### src/rtl/i2c_burst_master.sv
module i2c_burst_master #(
  parameter int MAXB  = 15,
  parameter int PW    = 8,
  parameter int TW    = 8,
  parameter int NPAIR = 3
) (
  input  logic             clk,
  input  logic             rst_n,
  input  logic             arb_req,
  input  logic             arb_release,
  input  logic             other_owner,
  output logic             arb_grant,
  input  logic             wr_en,
  input  logic [7:0]       wr_byte,
  input  logic             rd_en,
  output logic [7:0]       rd_byte,
  input  logic             cfg_en,
  input  logic             cfg_start_en,
  input  logic             cfg_stop_en,
  input  logic             cfg_rx,
  input  logic [$clog2(MAXB+1)-1:0] cfg_count,
  input  logic [PW-1:0]    cfg_prescale,
  input  logic [TW-1:0]    cfg_tlimit,
  input  logic [((NPAIR>1)?$clog2(NPAIR):1)-1:0] cfg_pinsel,
  input  logic             go,
  input  logic             abort,
  input  logic             soft_rst,
  input  logic             clr_done,
  input  logic             clr_nack,
  input  logic             clr_halt,
  output logic             busy,
  output logic             done,
  output logic             nack,
  output logic             halt,
  output logic [NPAIR-1:0] scl_low,
  output logic [NPAIR-1:0] sda_low,
  input  logic [NPAIR-1:0] scl_in,
  input  logic [NPAIR-1:0] sda_in
);
  localparam int DEPTH = MAXB + 1;
  localparam int BW    = $clog2(DEPTH);
  localparam int SW    = (NPAIR > 1) ? $clog2(NPAIR) : 1;

  typedef enum logic [2:0] {S_IDLE, S_STA, S_BYT, S_ACK, S_STO} st_t;

  st_t           st;
  logic [1:0]    q;
  logic [PW-1:0] pcnt, pre;
  logic [TW-1:0] tcnt, tl;
  logic [2:0]    bitn;
  logic [BW-1:0] bidx, nb;
  logic [7:0]    sh;
  logic          scl_l, sda_l, rx, stp, nk;
  logic [SW-1:0] sel;
  logic [BW:0]   wptr, rptr;
  logic [7:0]    mem [DEPTH];
  logic          scl_i, sda_i;

  wire launch  = go && !busy && arb_grant && cfg_en && !soft_rst;
  wire tick    = busy && (pcnt == pre);
  wire wait_hi = (st != S_IDLE) && (q == 2'd2) && !scl_i;
  wire txb     = (bidx == '0) || !rx;
  wire last    = (bidx == nb);
  wire ld_ok   = wr_en && !busy && (wptr < (BW+1)'(DEPTH));
  wire rx_st   = tick && !wait_hi && !soft_rst && !abort && (st == S_ACK) && (q == 2'd3) && !txb;

  always_comb begin
    scl_i = 1'b1;
    sda_i = 1'b1;
    for (int i = 0; i < NPAIR; i++)
      if (sel == SW'(i)) begin
        scl_i = scl_in[i];
        sda_i = sda_in[i];
      end
  end

  for (genvar g = 0; g < NPAIR; g++) begin : g_pins
    assign scl_low[g] = scl_l && (sel == SW'(g));
    assign sda_low[g] = sda_l && (sel == SW'(g));
  end

  assign rd_byte = mem[rptr[BW-1:0]];

  always_ff @(posedge clk) begin
    if (ld_ok) mem[wptr[BW-1:0]] <= wr_byte;
    else if (rx_st) mem[bidx - BW'(1)] <= sh;
  end

  always_ff @(posedge clk or negedge rst_n) begin
    if (!rst_n) begin
      st <= S_IDLE; q <= '0; pcnt <= '0; pre <= '0; tcnt <= '0; tl <= '0;
      bitn <= '0; bidx <= '0; nb <= '0; sh <= '0; scl_l <= 1'b0; sda_l <= 1'b0;
      rx <= 1'b0; stp <= 1'b0; nk <= 1'b0; sel <= '0; wptr <= '0; rptr <= '0;
      arb_grant <= 1'b0; busy <= 1'b0; done <= 1'b0; nack <= 1'b0; halt <= 1'b0;
    end else begin
      if (arb_release) arb_grant <= 1'b0;
      else if (arb_req && !other_owner) arb_grant <= 1'b1;
      if (clr_done) done <= 1'b0;
      if (clr_nack) nack <= 1'b0;
      if (clr_halt) halt <= 1'b0;
      if (ld_ok) wptr <= wptr + 1'b1;
      if (rd_en && !busy && (rptr < (BW+1)'(DEPTH - 1))) rptr <= rptr + 1'b1;

      if (soft_rst) begin
        st <= S_IDLE; busy <= 1'b0; scl_l <= 1'b0; sda_l <= 1'b0;
        done <= 1'b0; nack <= 1'b0; halt <= 1'b0; wptr <= '0; rptr <= '0;
      end else if (launch) begin
        busy <= 1'b1; done <= 1'b0; nack <= 1'b0; halt <= 1'b0;
        sel <= cfg_pinsel; rx <= cfg_rx; stp <= cfg_stop_en; nb <= cfg_count;
        pre <= cfg_prescale; tl <= cfg_tlimit; pcnt <= '0; q <= '0; tcnt <= '0;
        nk <= 1'b0; wptr <= '0; rptr <= '0; bidx <= '0; bitn <= 3'd7; sh <= mem[0];
        st <= cfg_start_en ? S_STA : S_BYT;
      end else if (busy && abort) begin
        busy <= 1'b0; halt <= 1'b0 | 1'b1; scl_l <= 1'b0; sda_l <= 1'b0; st <= S_IDLE;
      end else if (busy) begin
        pcnt <= tick ? '0 : pcnt + 1'b1;
        if (tick && wait_hi) begin
          if ((tcnt + TW'(1)) >= tl) begin
            halt <= 1'b1; busy <= 1'b0; scl_l <= 1'b0; sda_l <= 1'b0; st <= S_IDLE;
          end else tcnt <= tcnt + TW'(1);
        end else if (tick) begin
          q <= q + 2'd1;
          tcnt <= '0;
          if (q == 2'd1) scl_l <= 1'b0;
          case (st)
            S_STA: begin
              if (q == 2'd0) sda_l <= 1'b0;
              if (q == 2'd2) sda_l <= 1'b1;
              if (q == 2'd3) begin scl_l <= 1'b1; st <= S_BYT; end
            end
            S_BYT: begin
              if (q == 2'd0) sda_l <= txb ? !sh[7] : 1'b0;
              if (q == 2'd2 && !txb) sh <= {sh[6:0], sda_i};
              if (q == 2'd3) begin
                scl_l <= 1'b1;
                if (bitn == 3'd0) st <= S_ACK;
                else begin
                  bitn <= bitn - 3'd1;
                  if (txb) sh <= {sh[6:0], 1'b0};
                end
              end
            end
            S_ACK: begin
              if (q == 2'd0) sda_l <= !txb && !last;
              if (q == 2'd2 && txb && sda_i) nk <= 1'b1;
              if (q == 2'd3) begin
                scl_l <= 1'b1;
                if ((txb && nk) || last) begin
                  if (txb && nk) nack <= 1'b1;
                  if (stp) st <= S_STO;
                  else begin
                    busy <= 1'b0; done <= !(txb && nk); sda_l <= 1'b0; st <= S_IDLE;
                  end
                end else begin
                  bidx <= bidx + BW'(1);
                  bitn <= 3'd7;
                  sh <= rx ? 8'h00 : mem[bidx + BW'(1)];
                  st <= S_BYT;
                end
              end
            end
            S_STO: begin
              if (q == 2'd0) sda_l <= 1'b1;
              if (q == 2'd3) begin
                sda_l <= 1'b0; busy <= 1'b0; done <= !nk; st <= S_IDLE;
              end
            end
            default: st <= S_IDLE;
          endcase
        end
      end
    end
  end
endmodule

### config.mk
export PLATFORM = sky130hd
export DESIGN_NAME = i2c_burst_master
export DESIGN_NICKNAME = d
export VERILOG_FILES = /design/src/rtl/i2c_burst_master.sv
export SDC_FILE = /design/constraint.sdc
export NUM_CORES = 1
export LEC_CHECK = 0
export CELL_PAD_IN_SITES_DETAIL_PLACEMENT = 1
export CELL_PAD_IN_SITES_GLOBAL_PLACEMENT = 1
export CORE_MARGIN = 4
export CORE_UTILIZATION = 53
export DETAILED_ROUTE_END_ITERATION = 8
export DONT_BUFFER_PORTS = 1
export GPL_ROUTABILITY_DRIVEN = 1
export MAX_ROUTING_LAYER = met4
export PLACE_DENSITY_LB_ADDON = 0.12
export SYNTH_ARGS = -nofsm -noshare
export SYNTH_HDL_FRONTEND = slang
export SYNTH_SLANG_ARGS = --single-unit
export TNS_END_PERCENT = 50
### constraint.sdc
create_clock -name clk -period 4.15 [get_ports clk]
set_input_delay 0.83 -clock clk [delete_from_list [all_inputs] [get_ports clk]]
set_output_delay 0.83 -clock clk [all_outputs]
set_load 0.1 [all_outputs]
### After elaboration in Yosys (flattened, before gate mapping)

Memories as Yosys holds them, arrays and structs flattened.
Cells that the tools add are included.
Widths: inputs -> output; s select.

| storage, ports and cells | value |
|---|---|
| register bits | 78 |
| memories | 1 |
| input bits | 53 |
| output and inout port bits | 19 |
| RAM bits | 128 |
| logic and storage cells | 304 |

Memories:

| name | words | bits a word | read ports | clocked after Yosys merged registers in | wr ports | RTL line | source |
|---|---|---|---|---|---|---|---|
| mem | 16 | 8 | 3 | 0 | 1 | 56 | `logic [7:0] mem [DEPTH];` |

| cells by class | value |
|---|---|
| $lt $le $gt $ge | 3 |
| reduce and logical (&&, ||, !) cells | 78 |
| $add $sub $neg | 8 |
| bitwise logic cells | 1 |
| multiplexer cells | 160 |
| equal/unequal tests | 30 |

Operator list:

| operator | count |
|---|---|
| $mux 8 | 23 |
| $mux 1 | 87 |
| $mux 3 | 23 |
| $mux 4 | 9 |
| $ne 6x6->1 const B | 6 |
| $reduce_and 8->1 | 4 |
| $logic_and 1x1->1 | 31 |
| $mux 5 | 6 |
| $reduce_bool 3->1 | 6 |
| $add 8x1->8 const B | 2 |
| $pmux 8 s2 | 1 |
| $logic_not 1->1 | 12 |
| $mux 2 | 6 |
| $ne 3x3->1 const B | 4 |
| $pmux 3 s4 | 1 |
| $reduce_bool 2->1 | 6 |
| $add 5x1->5 const B | 2 |
| $reduce_and 10->1 | 1 |
| $reduce_and 5->1 | 2 |
| $eq 8x8->1 | 1 |
| $ge 8x8->1 | 1 |
| $ne 2x2->1 const B | 4 |
| $reduce_bool 4->1 | 2 |
| $reduce_or 8->1 | 1 |
| other kinds (32) | 39 |

### Logic depth before layout (Yosys ltp)

| depth | value |
|---|---|
| depth after elaboration | 18 |
| mapped depth | 11 |
| mapped depth without buffers | 11 |

### Least setup slack after synthesis

Ideal clock, no wire load.

| timing path | value |
|---|---|
| kind | register -> output |
| start point | register sel[1] |
| end point | output scl_low[1] |
| required time | 3.320 ns |
| path buffers | 1 |
| setup slack | 0.577 ns |
| arrival | 2.743 ns |
| stages on the path, launching flop included | 3 |
| cell sequence | dfrtp_1 -> clkbuf_1 -> nor3b_1 |

| on the way | value |
|---|---|
| word-level cells in the longest chain between the ends | 2 |

RTL lines:

| item | RTL line | source |
|---|---|---|
| start: declaration | 54 | `logic [SW-1:0] sel;` |
| start signal: assignment | 109 | `sel <= cfg_pinsel; rx <= cfg_rx; stp <= cfg_stop_en; nb <= cfg_count;` |
| $eq 2x1->1 | 78 | `assign scl_low[g] = scl_l && (sel == SW'(g));` |
| $logic_and 1x1->1 | 78 |  |
| end: declaration | 35 | `output logic [NPAIR-1:0] scl_low,` |

No other way between the ends.

### Worst setup path after layout

| timing path | value |
|---|---|
| start point | register rptr[1] |
| end point | output rd_byte[1] |

| on the way | value |
|---|---|
| word-level cells in the longest chain between the ends | 1 |

RTL lines:

| item | RTL line | source |
|---|---|---|
| start: declaration | 55 | `logic [BW:0] wptr, rptr;` |
| start signal: assignment | 102 | `if (rd_en && !busy && (rptr < (BW+1)'(DEPTH - 1))) rptr <= rptr + 1'b1;` |
| $mem_v2 16x8 | n/a |  |
| end: declaration | 16 | `output logic [7:0] rd_byte,` |

No other way between the ends.

==> metrics.cfg <==
[status]
status = finished, final reports clean

[setup_path]
end_kind = output port
critPathBufInv = 0
cp_top_family = multiplexers
rr_worst_depth = 11
cp_slowest_stage_delay_ns = 1.06
cpMaxStageDelayCell = dfrtp_2
worstSetupPathType = reg2out
r2r_slack_ns = 0.79
critPathMostFrequentCell = mux4_2
crit_fanout = 30
cp.required_ns = 3.32
path_cells = mux4_2 -> mux4_2
startpoint_type = register
r2r-start = tcnt[0]
crit_arrival_ns = 3.01
r2r_end = tcnt[1]

[power_and_ir_drop]
p_int_mw = 3.94
ir_worst_vdd_mv = 0.489
p_seq_share_pct = 44.2
sw_frac_of_total_pct = 27.9
p_comb_share_pct = 16.3
power_switching_mw = 1.53
power_frac_clock_pct = 39.5
power_density_nw_per_um2 = 441
p_leak_nw = 4.53
total_power_mw = 5.47

[sta]
tns_ns = 0
rsz0062_at_grt = false
period_minus_slack_ns = 3.84
worst_slew_pin_slew_ns = 1.18
setup_viol = 0
max_slew_margin_pct = 21.4
fmax_mhz = 260
period_share_pct = 92.6
fin_skew_ns = 0.0181
drv_slew = 0
hold_viol_final = 0

[drt]
dr_total_vias = 7515
routed_via_density = 6.51
wl_per_cell_um = 26.6
drt_wl_total_um = 30700
drt-pass1-iter-count = 4
antenna_left = 0
drc = 0
drtIter0Drc = 609

[clocking]
clkTransAtPathRegs_ns = 0.06
cts-resized-gates = 0
cts_max_path_buffers = 3
cts_tree = built
htree_levels = 1
insertion_delay_ns = 0.52
clock-root-buffer = clkbuf_16
cts_sinks = 206
cts_buffers = 24

[floorplan]
die_h_um = 153
dieArea_sq_um = 23300
std_cell_rows = 52
core-area_sq_um = 20400
initial_core_util_pct = 54.4
ios = 72
die_x_um = 153

[grt]
gr-total-overflow = 0
grt_use_total_pct = 27.3
antenna_found_initial = 0
grt_max_degree = 55
grt_pass1_wl_um = 48700
grt_pass1_vias = 8218

[synth]
avgSynthCellArea_sq_um = 12.9
synthesis.area_sq_um = 11100
yosys_warnings = 0
synth_edf_count = 128
synth_cell_types = 79
ys_async_sr_fraction_pct = 37.9
synth_top_area_share_pct = 34.6
ys_seq_area_share_pct = 52.2
yosysMostFrequentCell = edfxtp_1
synthesis.nets = 931
synthTopCellsByArea = edfxtp_1, dfrtp_1, mux4_2
synthCells = 858
ys.flop_type = edfxtp_1
ys_seq_elements = 206
synth_top_cell_by_area = edfxtp_1
yosys-top-cells-count = edfxtp_1, nand2_1, dfrtp_1

[cells_and_area]
synthToLayoutAreaGrowth_pct = 11.5
nets = 940
n_antenna_cell = 0
drive_gt1_share_pct = 20.9
instances_no_fill = 1155
final_util_pct = 60.6
finalInstanceArea_sq_um = 12400

[job]
cap_violations = 0

[place]
place_inst = 1108
finalWeightedCongestion = 0.917
io_buffers = 0
hpwl_um = 20500
place_area_sq_um = 11500

[min_path]
hold_class = in2async

==> area by class of cell <==
cell class | count | area [sq um]
fill | 1962 | 8040
sequential | 206 | 5800
multi-input combinational | 568 | 4960
clock buffer | 32 | 672
timing repair buffer | 35 | 358
tap | 270 | 338
clock inverter | 12 | 146
inverter | 32 | 120
==> sequential cells by signal (all words and copies together), names as in the netlist, 2 cells and up <==
register and cells:
pre 8, st 3, mem 128, bitn 3
sel 2, nb 4, bidx 4, tl 8
wptr 5, tcnt 8, pcnt 8, sh 8
q 2, rptr 5
==> logic make-up after synthesis <==
kind of cell | synth area share, %
muxes | 19.1
AOI/OAI and AO/OA | 9.10
DFF | 52.2
adders and majority gates | 2.25
buffers and inverters | 3.46
xor gates and xnor gates | 2.61
and+or+nand+nor | 11.3
==> power groups by stage <==
stage	Clock, mW	Sequential [mW]	Combinational (mW)
global route	2.30	2.43	0.967
detailed placement	0	2.46	0.857
floorplan	0	2.38	0.734
finish	2.16	2.42	0.889
CTS	2.20	2.42	0.888
global placement	0	2.45	0.818
==> cell usage in the layout (no fill, tap or decap), types with 8 or more instances in the layout <==
| cell type | count |
|---|---|
| nand3_1 | 17 |
| a21oi_1 | 37 |
| mux4_2 | 73 |
| a211oi_1 | 8 |
| o21ai_0 | 25 |
| mux2i_1 | 25 |
| xnor2_1 | 17 |
| buf_4 | 28 |
| nand2b_1 | 10 |
| nor2_1 | 55 |
| dfrtp_1 | 76 |
| inv_1 | 31 |
| mux2_2 | 12 |
| clkbuf_16 | 29 |
| nor3_1 | 10 |
| xor2_1 | 13 |
| nand4_1 | 11 |
| o31ai_1 | 18 |
| nand2_1 | 96 |
| edfxtp_1 | 128 |
| ha_1 | 20 |
==> worst max path at each step <==
stage / startpoint / to / slack (ns) / cells past startpoint
6_report: rptr[1] / rd_byte[1] / 0.31 / 2
5_1_grt: rptr[1] / rd_byte[2] / 0.12 / 2
4_1_cts: rptr[1] / rd_byte[2] / 0.24 / 2
3_5_place_dp: rptr[1] / rd_byte[1] / 0.82 / 2
3_3_place_gp: rptr[1] / rd_byte[1] / 0.92 / 2
2_1_floorplan: sel[1] / scl_low[1] / 0.58 / 2
==> worst reg2reg max path, stage by stage (launching register included) <==
cell,delay (ns)
dfrtp_1,0.44
ha_1,0.27
and3_1,0.23
nand3_1,0.12
xnor2_1,0.24
ha_1,0.28
nand2_1,0.08
o21ai_0,0.10
a21oi_1,0.57
o21ai_1,0.24
a21oi_2,0.43
mux2i_1,0.27
==> per-layer routing <==
metal / track usage (%) / up-vias / share of wire, %
met3: 4.77 / 53 / 6.5
met1: 34.5 / 3910 / 39
met5: - / - / 0
li1: - / 3294 / -
met4: 6.41 / 0 / 2.5
met2: 46.5 / 258 / 52
==> what timing repair did <==
item	4_1_cts	5_1_grt
setup buffers	0	0
hold endpoints to repair	54	0
hold buffers	3	0
==> per-stage QoR <==
| step | setup WS, ns | hold slack [ns] |
|---|---|---|
| 2_1_floorplan | 0.577 | 0.450 |
| 4_1_cts | 0.239 | 0.170 |
| 3_5_place_dp | 0.817 | 0.490 |
| 5_1_grt | 0.125 | 0.185 |
| 6_report | 0.306 | 0.188 |
| 3_3_place_gp | 0.917 | 0.469 |
(Power assumes the default switching activity.)
